--- src/rtl/cph_pkg.sv ---
package cph_pkg;

  typedef enum logic {
    PH_NATIVE = 1'b0,
    PH_ALT    = 1'b1
  } ph_mode_e;

endpackage

--- src/rtl/cph_rst_sync.sv ---
module cph_rst_sync (
  input  logic clk,
  input  logic rst_n,
  output logic rst_sync_n
);

  logic [1:0] sh_q;

  always_ff @(posedge clk or negedge rst_n) begin
    if (!rst_n) sh_q <= 2'b00;
    else        sh_q <= {sh_q[0], 1'b1};
  end

  assign rst_sync_n = sh_q[1];

endmodule

--- src/rtl/cph_beam_counter.sv ---
module cph_beam_counter
  import cph_pkg::*;
#(
  parameter int LINE_LEN   = 341,
  parameter int NUM_LINES  = 262,
  parameter int SHORT_LINE = 20,
  parameter int XW         = 9,
  parameter int YW         = 9
) (
  input  logic          clk,
  input  logic          rst_n,
  input  logic          pix_en,
  input  logic          mode_req,
  output logic [XW-1:0] x_q,
  output logic [YW-1:0] y_q,
  output logic          frame_q,
  output ph_mode_e      mode_q
);

  localparam logic [XW-1:0] X_FULL  = XW'(LINE_LEN - 1);
  localparam logic [XW-1:0] X_SHORT = XW'(LINE_LEN - 2);
  localparam logic [YW-1:0] Y_LAST  = YW'(NUM_LINES - 1);
  localparam logic [YW-1:0] Y_SHORT = YW'(SHORT_LINE);

  logic [XW-1:0] x_nx;
  logic [YW-1:0] y_nx;
  logic          frame_nx;
  ph_mode_e      mode_nx;
  logic [XW-1:0] x_last;
  logic          short_now;

  // Only native mode on an odd frame trims the chosen line
  assign short_now = (mode_q == PH_NATIVE) && frame_q && (y_q == Y_SHORT);
  assign x_last    = short_now ? X_SHORT : X_FULL;

  always_comb begin
    x_nx     = x_q;
    y_nx     = y_q;
    frame_nx = frame_q;
    mode_nx  = mode_q;
    if (pix_en) begin
      if (x_q == x_last) begin
        x_nx = '0;
        if (y_q == Y_LAST) begin
          y_nx     = '0;
          frame_nx = ~frame_q;
          mode_nx  = ph_mode_e'(mode_req);
        end else begin
          y_nx = y_q + YW'(1);
        end
      end else begin
        x_nx = x_q + XW'(1);
      end
    end
  end

  always_ff @(posedge clk or negedge rst_n) begin
    if (!rst_n) begin
      x_q     <= '0;
      y_q     <= '0;
      frame_q <= 1'b0;
      mode_q  <= PH_NATIVE;
    end else if (pix_en) begin
      x_q     <= x_nx;
      y_q     <= y_nx;
      frame_q <= frame_nx;
      mode_q  <= mode_nx;
    end
  end

  p_x_bound_r4: assert property (@(posedge clk) disable iff (!rst_n)
    x_q <= X_FULL);

  p_y_bound_r4: assert property (@(posedge clk) disable iff (!rst_n)
    y_q <= Y_LAST);

  p_frame_toggle_r4: assert property (@(posedge clk) disable iff (!rst_n)
    (pix_en && x_q == X_FULL && y_q == Y_LAST) |=> (frame_q != $past(frame_q)) && (y_q == '0));

  p_hold_r2: assert property (@(posedge clk) disable iff (!rst_n)
    !pix_en |=> $stable(x_q) && $stable(y_q) && $stable(frame_q));

  p_short_line_r5: assert property (@(posedge clk) disable iff (!rst_n)
    (pix_en && mode_q == PH_NATIVE && frame_q && y_q == Y_SHORT && x_q == X_SHORT)
      |=> (x_q == '0) && (y_q == Y_SHORT + YW'(1)));

  p_full_line_r7: assert property (@(posedge clk) disable iff (!rst_n)
    (pix_en && mode_q == PH_ALT && x_q == X_SHORT) |=> (x_q == X_FULL));

  p_mode_hold_r8: assert property (@(posedge clk) disable iff (!rst_n)
    (x_q != '0 || y_q != '0) |-> $stable(mode_q));

endmodule

--- src/rtl/cph_phase_accum.sv ---
module cph_phase_accum
  import cph_pkg::*;
#(
  parameter int PH_STEPS = 12,
  parameter int PH_ADV   = 8,
  parameter int PW       = 4
) (
  input  logic          clk,
  input  logic          rst_n,
  input  logic          pix_en,
  input  logic          line_odd,
  input  logic          frame_odd,
  input  ph_mode_e      mode_cur,
  output logic [PW-1:0] phase_idx
);

  localparam logic [PW:0] STEPS_W = (PW+1)'(PH_STEPS);
  localparam logic [PW:0] ADV_W   = (PW+1)'(PH_ADV);
  localparam logic [PW:0] HALF_W  = (PW+1)'(PH_STEPS / 2);

  logic [PW-1:0] run_q;
  logic [PW-1:0] run_nx;
  logic [PW:0]   adv_sum;
  logic [PW:0]   out_sum;
  logic          flip;

  always_comb begin
    adv_sum = {1'b0, run_q} + ADV_W;
    if (adv_sum >= STEPS_W) adv_sum = adv_sum - STEPS_W;
    run_nx = pix_en ? adv_sum[PW-1:0] : run_q;
  end

  always_ff @(posedge clk or negedge rst_n) begin
    if (!rst_n)      run_q <= '0;
    else if (pix_en) run_q <= run_nx;
  end

  // Half-cycle inversion on lines whose parity differs from the frame's
  assign flip = (mode_cur == PH_ALT) && (line_odd ^ frame_odd);

  always_comb begin
    out_sum = {1'b0, run_q} + (flip ? HALF_W : '0);
    if (out_sum >= STEPS_W) out_sum = out_sum - STEPS_W;
    phase_idx = out_sum[PW-1:0];
  end

  p_range_r9: assert property (@(posedge clk) disable iff (!rst_n)
    int'(phase_idx) < PH_STEPS);

  p_run_step_r3: assert property (@(posedge clk) disable iff (!rst_n)
    pix_en |=> ((int'(run_q) + PH_STEPS - int'($past(run_q))) % PH_STEPS) == PH_ADV);

  p_run_hold_r2: assert property (@(posedge clk) disable iff (!rst_n)
    !pix_en |=> $stable(run_q));

endmodule

--- src/rtl/chroma_phase_seq.sv ---
module chroma_phase_seq
  import cph_pkg::*;
#(
  parameter int LINE_LEN   = 341,
  parameter int NUM_LINES  = 262,
  parameter int SHORT_LINE = 20,
  parameter int PH_STEPS   = 12,
  parameter int PH_ADV     = 8,
  localparam int XW        = $clog2(LINE_LEN),
  localparam int YW        = $clog2(NUM_LINES),
  localparam int PW        = $clog2(PH_STEPS)
) (
  input  logic          clk,
  input  logic          rst_n,
  input  logic          pix_en,
  input  logic          mode_alt,
  output logic [PW-1:0] phase_idx,
  output logic [XW-1:0] beam_x,
  output logic [YW-1:0] beam_y,
  output logic          frame_odd
);

  logic     rst_sync_n;
  ph_mode_e mode_cur;

  cph_rst_sync u_rst (
    .clk        (clk),
    .rst_n      (rst_n),
    .rst_sync_n (rst_sync_n)
  );

  cph_beam_counter #(
    .LINE_LEN   (LINE_LEN),
    .NUM_LINES  (NUM_LINES),
    .SHORT_LINE (SHORT_LINE),
    .XW         (XW),
    .YW         (YW)
  ) u_beam (
    .clk      (clk),
    .rst_n    (rst_sync_n),
    .pix_en   (pix_en),
    .mode_req (mode_alt),
    .x_q      (beam_x),
    .y_q      (beam_y),
    .frame_q  (frame_odd),
    .mode_q   (mode_cur)
  );

  cph_phase_accum #(
    .PH_STEPS (PH_STEPS),
    .PH_ADV   (PH_ADV),
    .PW       (PW)
  ) u_phase (
    .clk       (clk),
    .rst_n     (rst_sync_n),
    .pix_en    (pix_en),
    .line_odd  (beam_y[0]),
    .frame_odd (frame_odd),
    .mode_cur  (mode_cur),
    .phase_idx (phase_idx)
  );

  p_reset_zero_r1: assert property (@(posedge clk)
    !rst_sync_n |-> (beam_x == '0) && (beam_y == '0) && !frame_odd && (phase_idx == '0));

endmodule

--- config.mk ---
export PLATFORM = sky130hd
export DESIGN_NAME = chroma_phase_seq
export DESIGN_NICKNAME = d
export VERILOG_FILES = /design/src/rtl/cph_pkg.sv /design/src/rtl/cph_rst_sync.sv /design/src/rtl/cph_beam_counter.sv /design/src/rtl/cph_phase_accum.sv /design/src/rtl/chroma_phase_seq.sv
export SDC_FILE = /design/constraint.sdc
export NUM_CORES = 1
export LEC_CHECK = 0
export CORE_ASPECT_RATIO = 0.8
export CORE_MARGIN = 2
export CORE_UTILIZATION = 60
export DETAILED_ROUTE_END_ITERATION = 8
export DONT_BUFFER_PORTS = 1
export GPL_TIMING_DRIVEN = 0
export PLACE_DENSITY = 0.86
export SYNTH_ARGS = -nofsm -noshare
export SYNTH_HDL_FRONTEND = slang
export SYNTH_SLANG_ARGS = --single-unit
--- constraint.sdc ---
create_clock -name clk -period 3.45 [get_ports clk]
set_clock_uncertainty 0.1 [all_clocks]
set_input_delay 0.345 -clock clk [delete_from_list [all_inputs] [get_ports clk]]
set_output_delay 0.345 -clock clk [all_outputs]
set_load 0.05 [all_outputs]
# Word level (Yosys, flattened, before mapping)
# Index checks and enable logic that the tools add are counted.
# W data, S select, Z words.
[classes]
n_bitwise = 3
order_cmp = 2
n_addsub = 6
reduce_logical = 5
n_eq_ne = 3
muxes = 6
[ops]
columns = ["cell", "n"]
rows = [
  ["$add A9 B1 Y9 const B", 2],
  ["$mux W9", 2],
  ["$ge A5 B4 Y1 const B", 2],
  ["$eq A9 B5 Y1 const B", 1],
  ["$eq A9 B9 Y1", 1],
  ["$eq A9 B9 Y1 const B", 1],
  ["$mux W4", 2],
  ["$sub A4 B4 Y4 const B", 2],
  ["$mux W3", 2],
  ["$add A4 B3 Y5", 1],
  ["$add A4 B4 Y5 const B", 1],
  ["$logic_and A1 B1 Y1", 3],
  ["$reduce_and A3 Y1", 1],
  ["$not A1 Y1", 2],
  ["$reduce_and A2 Y1", 1],
  ["$xor A1 B1 Y1", 1],
]
[totals]
word_cells = 31
output_inout_bits = 23
regBits = 26
in_bits = 4

# Longest topological paths before layout
[logic_depth]
word_depth = 6
mapped_depth = 7
mapped_depth_nobuf = 7

# By module
# Synthesis repeated with hierarchy kept, for this count alone.
[unflattened]
hier_cells = 144
area_unflattened_um2 = 1416.4
[modules_own_cells]
columns = ["mod", "seq_area_each_um2", "n_inst", "area_per_inst_um2", "cells_each"]
rows = [
  ["cph_beam_counter", 500.5, 1, 1103.6, 115],
  ["cph_phase_accum", 50.0, 1, 259.0, 26],
  ["cph_rst_sync", 50.0, 1, 53.8, 3],
]

# Worst setup path after synthesis
# OpenSTA, ideal clock, no wires.
[synth_timing]
kind = "register -> output"
start = "register u_beam.frame_q"
end = "output port phase_idx[2]"
t_required_ns = 3.005
path_stages_with_launch = 8
path_buffers = 0
setup_slack_ns = 0.617
arrival_ns = 2.388
cell_sequence = "dfrtp_1 -> xor2_1 -> nand2_1 -> ha_1 -> inv_1 -> fa_1 -> a21oi_1 -> xnor2_1"
[synth_between]
elab_chain_len = 6
[synth_rtl]
columns = ["element", "line", "rtl"]
rows = [
  ["start, declared", "cph_beam_counter.sv:16", "output logic frame_q,"],
  ["start signal, assigned", "cph_beam_counter.sv:66", "frame_q <= frame_nx;"],
  ["$xor A1 B1 Y1 (*)", "cph_phase_accum.sv:39", "assign flip = (mode_cur == PH_ALT) && (line_odd ^ frame_odd);"],
  ["$logic_and A1 B1 Y1 (*)", "cph_phase_accum.sv:39", ""],
  ["$mux W3 (*)", "cph_phase_accum.sv:42", "out_sum = {1'b0, run_q} + (flip ? HALF_W : '0);"],
  ["$add A4 B3 Y5 (*)", "cph_phase_accum.sv:42", ""],
  ["$sub A4 B4 Y4 / $ge A5 B4 Y1 (equally long branches)", "cph_phase_accum.sv:43", "if (out_sum >= STEPS_W) out_sum = out_sum - STEPS_W;"],
  ["$mux W4 (*)", "cph_phase_accum.sv:43", ""],
  ["end, declared", "chroma_phase_seq.sv:17", "output logic [PW-1:0] phase_idx,"],
]
# Mark *: on every way between the ends. The rest lies on a longest branch, timed or not.

# Final worst setup path
[layout_timing]
start = "register u_beam.frame_q"
end = "output port phase_idx[3]"
# Same word-level chain as after synthesis.

==> results_dict.tcl <==
set metrics [dict create \
    status "complete, but fails checks" \
    violations "DRC" \
    dp.cells 168 \
    critPathMaxStageDelay_ps 730 \
    grt_start_max_net_pins 23 \
    gp_congestion 0.772 \
    power_frac_comb 0.313 \
    rsz0062_at_grt "no" \
    core_area_sq_um 2210 \
    grt_usage 0.213 \
    ir_drop_uv 445 \
    slew_headroom 0.409 \
    synthCells 143 \
    clock_power_share 0.160 \
    fill_cells 177 \
    h-tree-depth 1 \
    synth.distinct_cells 44 \
    worstSetupPathType "flip-flop to output pin" \
    synth_edf_count 0 \
    syn_area_per_cell_sq_um 10.1 \
    worst_pin_slew_ps 887 \
    die_x_um 58.8 \
    clk_latency_ps 330 \
    cts.sinks 24 \
    crit_path_end_kind "output pin" \
    critPathArrivalTime_ps 2730 \
    tns_ps 0 \
    synth_top_flop_cell "dfrtp_1" \
    switching_share 0.472 \
    fin_nets 163 \
    min_period_over_period 0.919 \
    design.die.area_sq_um 2810 \
    synth.cell_area_sq_um 1440 \
    yosysSeqAreaShare 0.417 \
    crit_fanout 4 \
    mostFrequentLayoutCell "dfrtp_1" \
    powerDensity_nw_per_um2 604 \
    via_per_inst 6.20 \
    crit_slowest_cell "dfrtp_1" \
    ys.warnings.count 0 \
    grt_pass1_vias 978 \
    wirelength_mm 2.75 \
    ys_ff_latch 24 \
    p_leak_nw 0.665 \
    fp-row-count 15 \
    grt_pass1_wl_mm 4.29 \
    finalSetupViolCount 0 \
    fin_crit_ps 3170 \
    drc 3 \
    cts_made_buffers 3 \
    cp.required_ps 3000 \
    initial_core_util 0.650 \
    port_buffers 0 \
    post-dp-hpwl_mm 2.07 \
    drv_cap 0 \
    finalNonFillerCells 173 \
    num_antenna_cells 0 \
    pwr-share-seq 0.527 \
    cts_tree "done" \
    worst_hold_path_type "input pin to flip-flop" \
    path_clk_slew_ps 130 \
    antenna_found_initial 0 \
    drt_first_pass_iters 6 \
    clk_path_buf_depth 2 \
    postRouteAntennaNets 0 \
    slew_violations 0 \
    drive_gt1_frac 0.101 \
    final_cell_mix "dfrtp_1, nand2_1, inv_1, ha_1" \
    finalPower_uw 920 \
    area_growth_pct 5.91 \
    final_cell_area_sq_um 1520 \
    wl_per_cell_um 15.9 \
    overflow 0 \
    placed_cell_area_sq_um 1470 \
    async_reset_ff_frac 1.00 \
    clock.fmax_mhz 315 \
    synth.net_count 157 \
    crit_chain "xor2_1 > nand2_1 > ha_1 > inv_1 > fa_1 > nor2_1 > o22a_1" \
    via_count 1072 \
    io-pin-count 27 \
    internal-power_uw 485 \
    start_kind "flip-flop" \
    fin_util 0.688 \
    first_iter_violations 33 \
    hold_violations 0 \
    p_sw_uw 434 \
    die_y_um 47.8 \
    cts.root.buffer_cell "clkbuf_4" \
]
-- routing by layer --
| metal | global-route usage | vias up | wire (um) |
|---|---|---|---|
| li1 | - | 518 | - |
| met1 | 0.272 | 522 | 1240 |
| met2 | 0.360 | 27 | 1310 |
| met3 | 0.0622 | 5 | 162 |
| met4 | 0.0682 | 0 | 35 |
| met5 | 0 | - | 0 |
-- power by group through the flow --
stage	clock, mW	combinational [mW]	sequential [mW]
after CTS	0.152	0.278	0.484
final	0.147	0.288	0.484
after detailed placement	0	0.276	0.489
after floorplan	0	0.239	0.473
after global routing	0.161	0.310	0.494
after global placement	0	0.253	0.485
-- worst max-delay path: cells and delay by family, from the launching register on --
family	cells	cell delay, ps
compound gates	1	450
xor+xnor	1	190
fa+ha+maj	2	720
buf+inv	1	80
flops	1	730
simple gates	2	220
-- final cells by class --
| class | count | area, sq um | share of cell area |
|---|---|---|---|
| multi-input combinational | 103 | 774 | 0.508 |
| tap | 25 | 31.3 | 0.0205 |
| inverter | 9 | 33.8 | 0.0222 |
| sequential | 24 | 601 | 0.394 |
| clock buffer | 4 | 36.3 | 0.0238 |
| buffer | 7 | 37.5 | 0.0246 |
| timing repair buffer | 1 | 10.0 | 0.00657 |
-- cell usage after synthesis (all sizes together), types with 4 or more instances --
| cell type | instances | area share |
|---|---|---|
| a21oi | 4 | 0.014 |
| xnor2 | 6 | 0.037 |
| ha | 9 | 0.078 |
| clkbuf | 4 | 0.010 |
| o31ai | 4 | 0.021 |
| nand3 | 6 | 0.021 |
| mux2i | 4 | 0.030 |
| dfrtp | 24 | 0.42 |
| nor2 | 7 | 0.018 |
| o21ai | 11 | 0.038 |
| inv | 9 | 0.023 |
| nand2b | 5 | 0.022 |
| nand2 | 10 | 0.026 |
-- state kept, by name, summed over array words and instances, names as in the netlist --
signal / count
u_phase.run_q: 2
u_rst.sh_q: 2
u_beam.x_q: 9
u_beam.mode_q: 1
u_beam.y_q: 9
u_beam.frame_q: 1
-- stage by stage --
step                setup slack [ps]  hold WS [ps]
finish                           280          35.1
floorplan                        617         -50.6
CTS                              105          32.4
global route                     125          23.8
detailed placement               488         -50.5
global placement                 536         -50.5
-- repair_timing --
item                                    in CTS  in global routing
hold buffers                                 1                  0
endpoints found under the setup margin       0                  1
buffers inserted                             0                  0
gates resized for setup                      0                  1
endpoints found under the hold margin        2                  0
-- path summary, 6_finish.rpt --
kind	depth (start not counted)	endpoint	slack, ps	from
max	7	phase_idx[3]	280	u_beam.frame_q
min reg2reg	0	u_beam.x_q[0]	260	u_rst.sh_q[1]
min	1	u_beam.mode_q	40	mode_alt
max in group asynchronous	0	u_beam.x_q[5]	2430	u_rst.sh_q[1]
max reg2reg	6	u_beam.y_q[6]	620	u_beam.y_q[5]
min in group asynchronous	1	u_rst.sh_q[0]	140	rst_n
-- logic make-up (layout without fill, tap and decap cells) --
family | count (synthesis) | after routing | share of synthesized area
and+or+nand+nor | 48 | 48 | 0.211
DFF | 24 | 24 | 0.417
other | 2 | 2 | 0.00522
buffers and inverters | 16 | 21 | 0.0496
AOI/OAI and AO/OA | 30 | 30 | 0.137
adders and majority gates | 10 | 10 | 0.0922
muxes | 5 | 5 | 0.0383
xor gates and xnor gates | 8 | 8 | 0.0487
Power figures use the tool's default switching activity.
